--- src/rtl/mwa_pkg.sv ---
package mwa_pkg;

  // Cycles from the hit flag of a lock to its sync pulse.
  localparam int SYNC_LAT = 3;

  typedef enum logic {
    CMD_EDGE  = 1'b0,
    CMD_LEVEL = 1'b1
  } cmd_mode_e;

  // The command is level-sensitive only for a 10-bit word.
  function automatic cmd_mode_e mode_for_width(input int w);
    return (w == 10) ? CMD_LEVEL : CMD_EDGE;
  endfunction

  function automatic int offset_bits(input int w);
    return (w <= 2) ? 1 : $clog2(w);
  endfunction

endpackage

--- src/rtl/mwa_cmd.sv ---
module mwa_cmd
  import mwa_pkg::*;
#(
  parameter cmd_mode_e MODE = CMD_LEVEL
) (
  input  logic clk,
  input  logic rst,
  input  logic align_i,
  input  logic lock_i,
  output logic srch_o
);

  logic align_q;

  always_ff @(posedge clk) begin
    if (rst) align_q <= 1'b0;
    else     align_q <= align_i;
  end

  if (MODE == CMD_LEVEL) begin : g_lvl
    assign srch_o = align_q;

    // a lock needs the command high in the previous sample
    a_r6_level_gate: assert property (@(posedge clk) disable iff (rst)
      lock_i |-> $past(align_i));
  end else begin : g_edge
    logic align_qq;
    logic armed_q;
    logic rise;

    assign rise   = align_q & ~align_qq;
    assign srch_o = armed_q | rise;

    always_ff @(posedge clk) begin
      if (rst) begin
        align_qq <= 1'b0;
        armed_q  <= 1'b0;
      end else begin
        align_qq <= align_q;
        armed_q  <= (armed_q | rise) & ~lock_i;
      end
    end

    // after a lock, another lock requires a new rising edge
    a_r7_one_per_edge: assert property (@(posedge clk) disable iff (rst)
      lock_i |=> (!lock_i || $rose(align_q)));
  end

endmodule

--- src/rtl/mwa_match.sv ---
module mwa_match #(
  parameter int W    = 10,
  parameter int PLEN = W,
  parameter int OW   = 4
) (
  input  logic [W+PLEN-2:0] win_i,
  input  logic [PLEN-1:0]   pat_i,
  output logic [W-1:0]      hit_o,
  output logic              any_o,
  output logic [OW-1:0]     low_o
);

  for (genvar k = 0; k < W; k++) begin : g_cmp
    assign hit_o[k] = (win_i[k +: PLEN] == pat_i);
  end

  always_comb begin
    low_o = '0;
    for (int k = W - 1; k >= 0; k--) begin
      if (hit_o[k]) low_o = OW'(k);
    end
  end

  assign any_o = |hit_o;

endmodule

--- src/rtl/mwa_dly.sv ---
module mwa_dly #(
  parameter int STAGES = 4
) (
  input  logic clk,
  input  logic rst,
  input  logic ev_i,
  output logic ev_o
);

  logic [STAGES-1:0] sr_q;

  always_ff @(posedge clk) begin
    if (rst) sr_q <= '0;
    else     sr_q <= {sr_q[STAGES-2:0], ev_i};
  end

  assign ev_o = sr_q[STAGES-1];

endmodule

--- src/rtl/mwa_aligner.sv ---
module mwa_aligner
  import mwa_pkg::*;
#(
  parameter int W    = 10,
  parameter int PLEN = W
) (
  input  logic            clk,
  input  logic            rst,
  input  logic [W-1:0]    rx_word_i,
  input  logic            align_req_i,
  input  logic [PLEN-1:0] pattern_i,
  output logic [W-1:0]    word_o,
  output logic            pat_hit_o,
  output logic            sync_o
);

  localparam int        OW   = offset_bits(W);
  localparam cmd_mode_e MODE = mode_for_width(W);

  logic [W-1:0]   d1_q, d2_q;
  logic [2*W-1:0] win;
  logic [W-1:0]   hit;
  logic           any;
  logic [OW-1:0]  low;
  logic           srch;
  logic           lock_ev;
  logic [OW-1:0]  off_q;
  logic [OW-1:0]  eff_off;

  // Word starting at bit o of the two-word window.
  function automatic logic [W-1:0] word_at(input logic [2*W-1:0] v,
                                           input logic [OW-1:0] o);
    return W'(v >> o);
  endfunction

  always_ff @(posedge clk) begin
    if (rst) begin
      d1_q <= '0;
      d2_q <= '0;
    end else begin
      d1_q <= rx_word_i;
      d2_q <= d1_q;
    end
  end

  assign win = {d1_q, d2_q};

  mwa_match #(.W(W), .PLEN(PLEN), .OW(OW)) match_i (
    .win_i (win[W+PLEN-2:0]),
    .pat_i (pattern_i),
    .hit_o (hit),
    .any_o (any),
    .low_o (low)
  );

  mwa_cmd #(.MODE(MODE)) cmd_i (
    .clk     (clk),
    .rst     (rst),
    .align_i (align_req_i),
    .lock_i  (lock_ev),
    .srch_o  (srch)
  );

  assign lock_ev = srch & any;
  assign eff_off = lock_ev ? low : off_q;

  always_ff @(posedge clk) begin
    if (rst) begin
      off_q     <= '0;
      word_o    <= '0;
      pat_hit_o <= 1'b0;
    end else begin
      off_q     <= eff_off;
      word_o    <= word_at(win, eff_off);
      pat_hit_o <= hit[eff_off];
    end
  end

  mwa_dly #(.STAGES(SYNC_LAT + 1)) dly_i (
    .clk  (clk),
    .rst  (rst),
    .ev_i (lock_ev),
    .ev_o (sync_o)
  );

  // a hit flag is always backed by a match in the prior window
  a_r3_hit_has_match: assert property (@(posedge clk) disable iff (rst)
    pat_hit_o |-> $past(any));

  // a lock raises the hit flag on the first re-cut word
  a_r4_lock_flags: assert property (@(posedge clk) disable iff (rst)
    lock_ev |=> pat_hit_o);

  // the matcher reports the lowest matching offset
  a_r5_lowest_pick: assert property (@(posedge clk) disable iff (rst)
    any |-> (hit[low] && ((hit & ((W'(1) << low) - W'(1))) == '0)));

  // the boundary moves only under an enabled search
  a_r8_hold_boundary: assert property (@(posedge clk) disable iff (rst)
    !srch |=> $stable(off_q));

  // every sync pulse trails a hit flag by three cycles
  a_r9_sync_after_hit: assert property (@(posedge clk) disable iff (rst)
    sync_o |-> $past(pat_hit_o, 3));

endmodule

--- config.mk ---
export PLATFORM = sky130hd
export DESIGN_NAME = mwa_aligner
export DESIGN_NICKNAME = d
export VERILOG_FILES = /design/src/rtl/mwa_pkg.sv /design/src/rtl/mwa_cmd.sv /design/src/rtl/mwa_match.sv /design/src/rtl/mwa_dly.sv /design/src/rtl/mwa_aligner.sv
export SDC_FILE = /design/constraint.sdc
export NUM_CORES = 1
export LEC_CHECK = 0
export ABC_AREA = 1
export BUFFER_PORTS_ARGS = -buffer_cell sky130_fd_sc_hd__buf_2
export CORE_UTILIZATION = 52
export DETAILED_ROUTE_END_ITERATION = 7
export PLACE_DENSITY = 0.71
export REMOVE_ABC_BUFFERS = 1
export SLEW_MARGIN = 40
export SYNTH_ARGS = -nofsm -noshare
export SYNTH_HDL_FRONTEND = slang
export SYNTH_SLANG_ARGS = --single-unit
--- constraint.sdc ---
create_clock -name clk -period 3.3 [get_ports clk]
set_clock_uncertainty 0.2 [all_clocks]
set_input_delay 0.33 -clock clk [delete_from_list [all_inputs] [get_ports clk]]
set_output_delay 0.33 -clock clk [all_outputs]
set_load 0.01 [all_outputs]
* Yosys cells after proc, flatten, opt, wreduce, memory -nomap -nowiden
Cells that the tools add are included.
** Storage, ports and cells
- Flip-flop bits (word level) :: 40
- Output and inout bits :: 12
- Word-level logic and storage cells :: 34
- Input port bits :: 23
** Operators by class
- Reduce and logical (&&, ||, !) cells :: 1
- Eq/ne operators :: 10
- Bitwise logic cells :: 1
- Muxes and demuxes :: 13
- Magnitude comparators :: 1
- Shifts and indexed selects :: 1
** Operator list (count)
- $eq 10x10->1 :: 10
- $mux 4 :: 11
- $shr 20x4->10 :: 1
- $reduce_or 10->1 :: 1
- $lt 4x5->1 const B :: 1
- $bmux 1 s4 :: 1
- $and 1x1->1 :: 1
- $mux 1 :: 1

* Longest topological paths before layout
Gate-level depths: netlist (run 1).
- Word-level depth :: 14
- Gate-level depth with buffers :: 28
- Gate-level depth less buffers :: 25

* Hierarchy
A second synthesis (run 1) with hierarchy kept.
** Unflattened totals
- Cell total of the unflattened synthesis :: 643
- Area, all modules :: 3769.9 um^2
** By module, submodules not included
- mwa_aligner :: instances 1, area an instance 1960.6 um^2, seq. area each 700.7 um^2, cells each 305
- mwa_match :: instances 1, area an instance 1669.1 um^2, seq. area each 0.0 um^2, cells each 323
- mwa_dly :: instances 1, area an instance 110.1 um^2, seq. area each 80.1 um^2, cells each 12
- mwa_cmd :: instances 1, area an instance 30.0 um^2, seq. area each 20.0 um^2, cells each 3

* Least setup slack after synthesis (run 1)
Ideal clock, no wire load.
- Path type :: input-to-reg
- From :: in pattern_i[1]
- To :: reg pat_hit_o
- Stages on the path :: 20
- Arrival :: 2.145 ns
- Setup slack :: 0.837 ns
- Data required time :: 2.982 ns
- Cells stage by stage :: buf_4 > xor2_1 > a21oi_1 > nand4_2 > nand2_2 > nor2_4 > nand3_4 > nand2_8 > nor2_8 > nand2_8 > nand2_4 > buf_8 > buf_12 > nand2_1 > nand3_1 > nand2_1 > nand2_1 > nand3_1 > nand2_1 > nand2_1
** On the way
- Longest elaborated chain between the ends :: 14
- Elaborated cells between the ends (all ways) :: 25
** RTL lines
- from (decl) :: RTL line mwa_aligner.sv:11 : input logic [PLEN-1:0] pattern_i,
- $eq 10x10->1 :: RTL line mwa_match.sv:14 : assign hit_o[k] = (win_i[k +: PLEN] == pat_i);
- $mux 4 (10 in series) :: RTL line mwa_match.sv:20 : if (hit_o[k]) low_o = OW'(k);
- $mux 4 :: RTL line mwa_aligner.sv:65 : assign eff_off = lock_ev ? low : off_q;
- $bmux 1 s4 * :: RTL line mwa_aligner.sv:75 : pat_hit_o <= hit[eff_off];
- $mux 1 (not written as such) * :: RTL line mwa_aligner.sv:75
- to (signal assigned) :: RTL line mwa_aligner.sv:75
- to (decl) :: RTL line mwa_aligner.sv:13 : output logic pat_hit_o,
Every way passes the cells marked *; elsewhere a longest branch is shown, timed or not. The select of a mux whose other input is x is not followed.
A chain may end at the register's enable or synchronous reset.

* Worst setup path after layout (run 1)
- From :: reg d2_q[4]
- To :: reg word_o[2]
** On the way
- Longest elaborated chain between the ends :: 8
- Elaborated cells between the ends (all ways) :: 14
** RTL lines
- from (decl) :: RTL line mwa_aligner.sv:20 : logic [W-1:0] d1_q, d2_q;
- from (signal assigned) :: RTL line mwa_aligner.sv:42 : d2_q <= d1_q;
- $eq 10x10->1 :: RTL line mwa_match.sv:14
- $mux 4 (5 in series) :: RTL line mwa_match.sv:20
- $mux 4 :: RTL line mwa_aligner.sv:65
- $shr 20x4->10 * :: RTL line mwa_aligner.sv:33 : return W'(v >> o);
- to (signal assigned) :: RTL line mwa_aligner.sv:74 : word_o <= word_at(win, eff_off);
- to (decl) :: RTL line mwa_aligner.sv:12 : output logic [W-1:0] word_o,
Every way passes the cells marked *; elsewhere a longest branch is shown, timed or not.

==> run metrics, run 1 <==
Clock Latency Late Sink=0.31 ns; Syn Area/Cell=5.80 µm²; Worst Setup Start Kind=flip-flop; site row count=30; Static Leak=2.20 nW; main area contributors after synthesis=nand2_1 26%, dfxtp_1 21%, nand3_1 8.9%; starting density of the core=0.549; Worst Path Required=3.33 ns; Slew @ Worst Pin=0.732 ns; most frequent cells in the layout=266 x nand2_1, 70 x nor2_1, 67 x nand3_1, 47 x inv_1, 39 x dfxtp_1; Die Area=7630 µm²; register area share after synthesis=0.211; sum of negative setup slack=0 ns; Synth Instances=between 600 and 700; Ys Warns=0; Root Driver=clkbuf_8; Max Freq=roughly 0.33 GHz; port bufs=34; HP Class=in -> reg; Final Cycle Share=0.923; commonest non-fill, non-tap cell in the layout=nand2_1; Peak supply drop=277 µV; total wire length=roughly 12000 µm; Tmin final=between 3 and 4 ns; cell taking the most area after synthesis=nand2_1; Clock Sinks=40; layout cells sized above 1=0.178; top cell type's share of synthesized area=0.264; Power Dens Cells=290 nW/µm²; Ports=35; RSZ-0062 raised after global routing=no; Residual DRC=0; area of the mapped netlist=3790 µm²; vias per cell=5.43; Die Height=87.4 µm; initial DRC count=417; Worst-path clk slew=0.10 ns; Max-cap violations=0; placed cell count=779; Setup Crit Path Kind=reg -> reg; initial antenna violation count=0; # diodes=0; dpl hpwl=8870 µm; Rel. slew slack=0.512; CTS tree=done; status=finished clean; CTS Buffer Depth=2; gr ovfl total=0; TritonRoute pass-1 iters=5; Finished Layout Cells=787; CTS buffer count=5; GRT Overall Usage=0.331; CTS H-tree lvls=2; vias in the first global route=3911; drt wl/cell=15.0 µm; Final Max Tran Viols=0; vias=4273; final setup vio count=0; count of final hold-check violations=0; Setup Buffers After CTS=0; synth-to-layout area growth=11.0%; Critical Path Sink Type=flip-flop; crit path DAT=3.08 ns; Crit Path Max Fanout=14; Core Area=6910 µm²; FF+latch count, synth=40; fin nets=713; largest net degree at the start of global routing=37; distinct cell type count after synthesis=39; Die X=87.4 µm; gpl congestion=0.971; first-pass GRT wire length=19300 µm; cts hold-fix bufs=0; Detail Route Antenna Nets=0
metal layers:
layer / wire, µm / global-route usage / vias to the layer above / share of wire
met5: 0 / 0 / - / 0
met4: 289 / 0.0984 / 0 / 0.024
met3: 1010 / 0.0521 / 24 / 0.085
met2: 5350 / 0.536 / 198 / 0.45
met1: 5170 / 0.450 / 1940 / 0.44
li1: - / - / 2111 / -
cells in the mapped netlist, drive strengths merged:
master	count
clkbuf	4
o211ai	6
nand4	22
a21boi	1
nor2	75
and2	1
o2111ai	1
a21oi	10
dfxtp	40
nand2	279
buf	30
nand3	69
inv	62
or2	1
nor3	11
xnor2	6
xor2	19
o21ai	16
state kept, by name, summed over array words and instances, names as in the netlist:
name,cells
pat_hit_o,1
d2_q,10
cmd_i.srch_o,1
off_q,4
word_o,10
d1_q,10
dly_i.sr_q,4
what timing repair did:
| item | in CTS | in global routing |
|---|---|---|
| endpoints found under the hold margin | 0 | 0 |
| setup endpoints to repair | 0 | 9 |
| gates resized for setup | 0 | 2 |
cell type report:
type / instances / area (µm²)
Multi-Input combinational cell: 517 / 2510
Tap cell: 96 / 120
Inverter: 62 / 235
Fill cell: 722 / 2700
Sequential cell: 40 / 802
Clock buffer: 5 / 68.8
Clock inverter: 3 / 46.3
Timing Repair Buffer: 64 / 420
through the flow:
step	utilization	hold WS, ns	area [µm²]	total power [mW]	setup slack, ns
after floorplan	-	0.188	3540	0.682	0.512
after global placement	0.591	0.199	4080	0.786	0.151
after detailed placement	0.591	0.217	4080	0.788	0.150
after CTS	0.607	0.0195	4190	1.21	0.247
after global routing	0.609	0.0169	4200	1.27	0.00442
final	0.609	0.0214	4200	1.22	0.254
worst max-delay path: stages (launching register included):
cell and delay (ns):
dfxtp_1 0.49, inv_2 0.15, nand2_1 0.08, nand4_1 0.14
nor2_1 0.15, nand3_1 0.24, nand2_2 0.17, nor2_4 0.06
nand3_4 0.09, nand2_8 0.08, buf_4 0.16, nand2_1 0.06
o21ai_2 0.08, buf_12 0.16, nor2_1 0.20, nand3_1 0.11
nand2_1 0.13, inv_1 0.06, a21oi_2 0.12
power breakdown:
group | internal [mW] | switching (mW)
clock network | 0.228 | 0.206
registers | 0.498 | 0.0207
logic | 0.0942 | 0.170
total | 0.821 | 0.397
final timing paths:
path / from / to / slack (ns) / cells after the start
worst max register to register: d2_q[4]$_SDFF_PP0_ / word_o[2]$_SDFF_PP0_ / 0.25 / 18
worst min-delay path: rx_word_i[2] / d1_q[2]$_SDFF_PP0_ / 0.02 / 3
worst max-delay path: d2_q[4]$_SDFF_PP0_ / word_o[2]$_SDFF_PP0_ / 0.25 / 18
worst min register to register: dly_i.sr_q[0]$_SDFF_PP0_ / dly_i.sr_q[1]$_SDFF_PP0_ / 0.23 / 2
cell families after synthesis:
| family | after synthesis | synth area share |
|---|---|---|
| AND/OR/NAND/NOR | 458 | 0.534 |
| XOR/XNOR | 25 | 0.0578 |
| AO/OA/AOI/OAI | 34 | 0.0684 |
| buffers and inverters | 96 | 0.128 |
| flip-flops | 40 | 0.211 |
Note: power is estimated with default switching activity, not from simulation.
==> run 2, diff against run 1 <==
Settings changed: PLACE_DENSITY 0.71 to 0.78.
==> run 2 against run 1 <==
Against the previous run:
- first-iteration DRC count rose by 5.8%
- final cell count rose by 0.51%
- total power barely moved
- final area rose by 0.77%
- critical endpoint is now word_o[3]$_SDFF_PP0_
==> run metrics, run 2 (synthesis gave the netlist of run 1 again) <==
status=finished clean; Die Height=87.4 µm (unchanged); CP peak stage delay=0.54 ns (+0.05 ns); Power Dens Cells=287 nW/µm² (-0.82%); Multi-input gate area=2500 µm² (-0.35%); logic gate share of total power=0.217 (about the same); site row count=30 (unchanged); crit-path cells=inv_2 -> nand2_1 -> nand4_1 -> nor2_1 -> nand3_1 -> nand2_2 -> nor2_4 -> nand3_4 -> nand2_8 -> nor2_8 -> nand2_8 -> nand2_4 -> buf_4 -> nand2_2 -> o211ai_2 -> nand3_1 -> nand2_1 -> nand2_1 -> nand2_1; fillers=715 (-0.97%); vias=4321 (+1.1%); gpl congestion=0.976 (+0.58%); switching power total=0.402 mW (+1.1%); most frequent cells in the layout=266 x nand2_1, 70 x nor2_1, 67 x nand3_1, 47 x inv_1, 37 x dfxtp_1; CTS resizes=0 (unchanged); register area=805 µm² (+0.31%); Tmin final=3.04 ns (-0.00955 ns); Clock power frac=0.357 (about the same); HP Class=in -> reg; Ports=35 (unchanged); Core Area=6910 µm² (unchanged); Detail Route Antenna Nets=0 (unchanged); Clock Sinks=40 (unchanged); Rel. slew slack=0.511 (-0.00150); Crit Path Max Fanout=27 (+13); CTS Buffer Depth=2 (unchanged); Setup Buffers After CTS=0 (unchanged); vias per cell=5.46 (+0.61%); dpl ws=0.162 ns (+0.0122 ns); # diodes=0 (unchanged); first-pass GRT wire length=19400 µm (+0.32%); Sw Share=0.330 (+0.00366); crit path DAT=3.10 ns (+0.02 ns); fin util=0.613 (+0.00471); drt wl/cell=15.1 µm (+0.26%); Setup Crit Path Kind=reg -> reg; Residual DRC=0 (unchanged); Die Area=7630 µm² (unchanged); CTS buffer count=5 (unchanged); Worst-path clk slew=0.11 ns (about the same); R2R cell count=19 (+1); CTS H-tree lvls=2 (unchanged); Slew @ Worst Pin=0.734 ns (+0.00225 ns); hold path endpoint=cmd_i.srch_o$_SDFF_PP0_; Hold Path Depth=3 (unchanged); placed cell count=783 (+0.51%); final worst slack=0.264 ns (+0.00955 ns); delay-heaviest family, CP=simple AND/OR/NAND/NOR gates; total wire length=11900 µm (+0.77%); Worst Setup Start Kind=flip-flop; worst r2r dst=word_o[3]$_SDFF_PP0_; Final Cell Area=4240 µm² (+0.77%); synth-to-layout area growth=11.8%; Largest regs=d1_q (10), d2_q (10), word_o (10); hold path start=align_req_i; RSZ-0062 raised after global routing=no; internal power=0.816 mW (-0.59%); Static Leak=2.23 nW (+1.0%); count of final hold-check violations=0 (unchanged); Crit-path slowest cell=dfxtp_1; Clock Latency Late Sink=0.31 ns (about the same); port bufs=34 (unchanged); cts hold-fix bufs=0 (unchanged); largest net degree at the start of global routing=37 (unchanged); layout cells sized above 1=0.186 (+0.00761); CTS tree=done; Critical Path Sink Type=flip-flop; starting density of the core=0.549 (unchanged); Finished Layout Cells=791 (+0.51%); vias in the first global route=3928 (+0.43%); worst hold margin=0.0104 ns (-0.0110 ns); Root Driver=clkbuf_8; final setup vio count=0 (unchanged); total power=1.22 mW (about the same); fin nets=717 (+0.56%); Worst Path Required=3.37 ns (+0.04 ns); Placed Instance Area=4120 µm² (+1.0%); commonest non-fill, non-tap cell in the layout=nand2_1; gr ovfl total=0 (unchanged); Final Cycle Share=0.920 (-0.00289); Buf+Inv Stages, Crit Path=2 (-2); RR Startpoint=d1_q[2]$_SDFF_PP0_; Flop pwr share=0.426 (about the same); initial antenna violation count=0 (unchanged); Die X=87.4 µm (unchanged); initial DRC count=441 (+5.8%); TritonRoute pass-1 iters=7 (+2); GRT Overall Usage=0.332 (+0.00106); dpl hpwl=8920 µm (+0.60%); Final Max Tran Viols=0 (unchanged); Max Freq=0.329 GHz (+0.31%); R2R setup slack=0.26 ns (about the same); Peak supply drop=214 µV (-23%); sum of negative setup slack=0 ns (unchanged); Max-cap violations=0 (unchanged); most frequent CP cell=nand2_1
[run 2: cell types whose count changed in the layout (fill, tap and decap cells not counted), sizes merged]
cell	previous run	this run
clkinv	0	1
buf	64	68
inv	63	62
[run 2: cell type report]
cell class,count,area share
Clock inverter,3,0.0100
Tap cell,96,0.0284
Inverter,62,0.0555
Timing Repair Buffer,68,0.109
Clock buffer,5,0.0162
Multi-Input combinational cell,517,0.591
Sequential cell,40,0.190
[run 2: worst max-delay path by stage]
stage | cells after the start | slack (ns) | from | endpoint
floorplan | 19 | 0.51 | d2_q[8]$_SDFF_PP0_ | word_o[1]$_SDFF_PP0_
global placement | 20 | 0.14 | pattern_i[0] | word_o[3]$_SDFF_PP0_
detailed placement | 20 | 0.16 | pattern_i[0] | word_o[6]$_SDFF_PP0_
CTS | 19 | 0.21 | d2_q[6]$_SDFF_PP0_ | word_o[6]$_SDFF_PP0_
global route | 22 | 0.05 | d1_q[4]$_SDFF_PP0_ | word_o[1]$_SDFF_PP0_
finish | 19 | 0.26 | d1_q[2]$_SDFF_PP0_ | word_o[3]$_SDFF_PP0_
[run 2: power groups by stage]
stage | sequential, mW | combinational (mW) | clock (mW)
after floorplan | 0.532 | 0.150 | 0
after global placement | 0.529 | 0.254 | 0
after detailed placement | 0.529 | 0.256 | 0
after CTS | 0.518 | 0.258 | 0.440
after global routing | 0.521 | 0.293 | 0.460
final | 0.519 | 0.265 | 0.434
[run 2: per-layer routing]
layer,track usage,wire length (µm),vias up
met2,0.536,5380,269
met5,0,0,-
met4,0.0879,251,0
met1,0.445,5090,1903
li1,-,-,2121
met3,0.0711,1190,28
[run 2: tightest hold or removal path, stage by stage]
cell	delay, ns
buf_2	0.09
inv_1	0.04
nor2_1	0.03
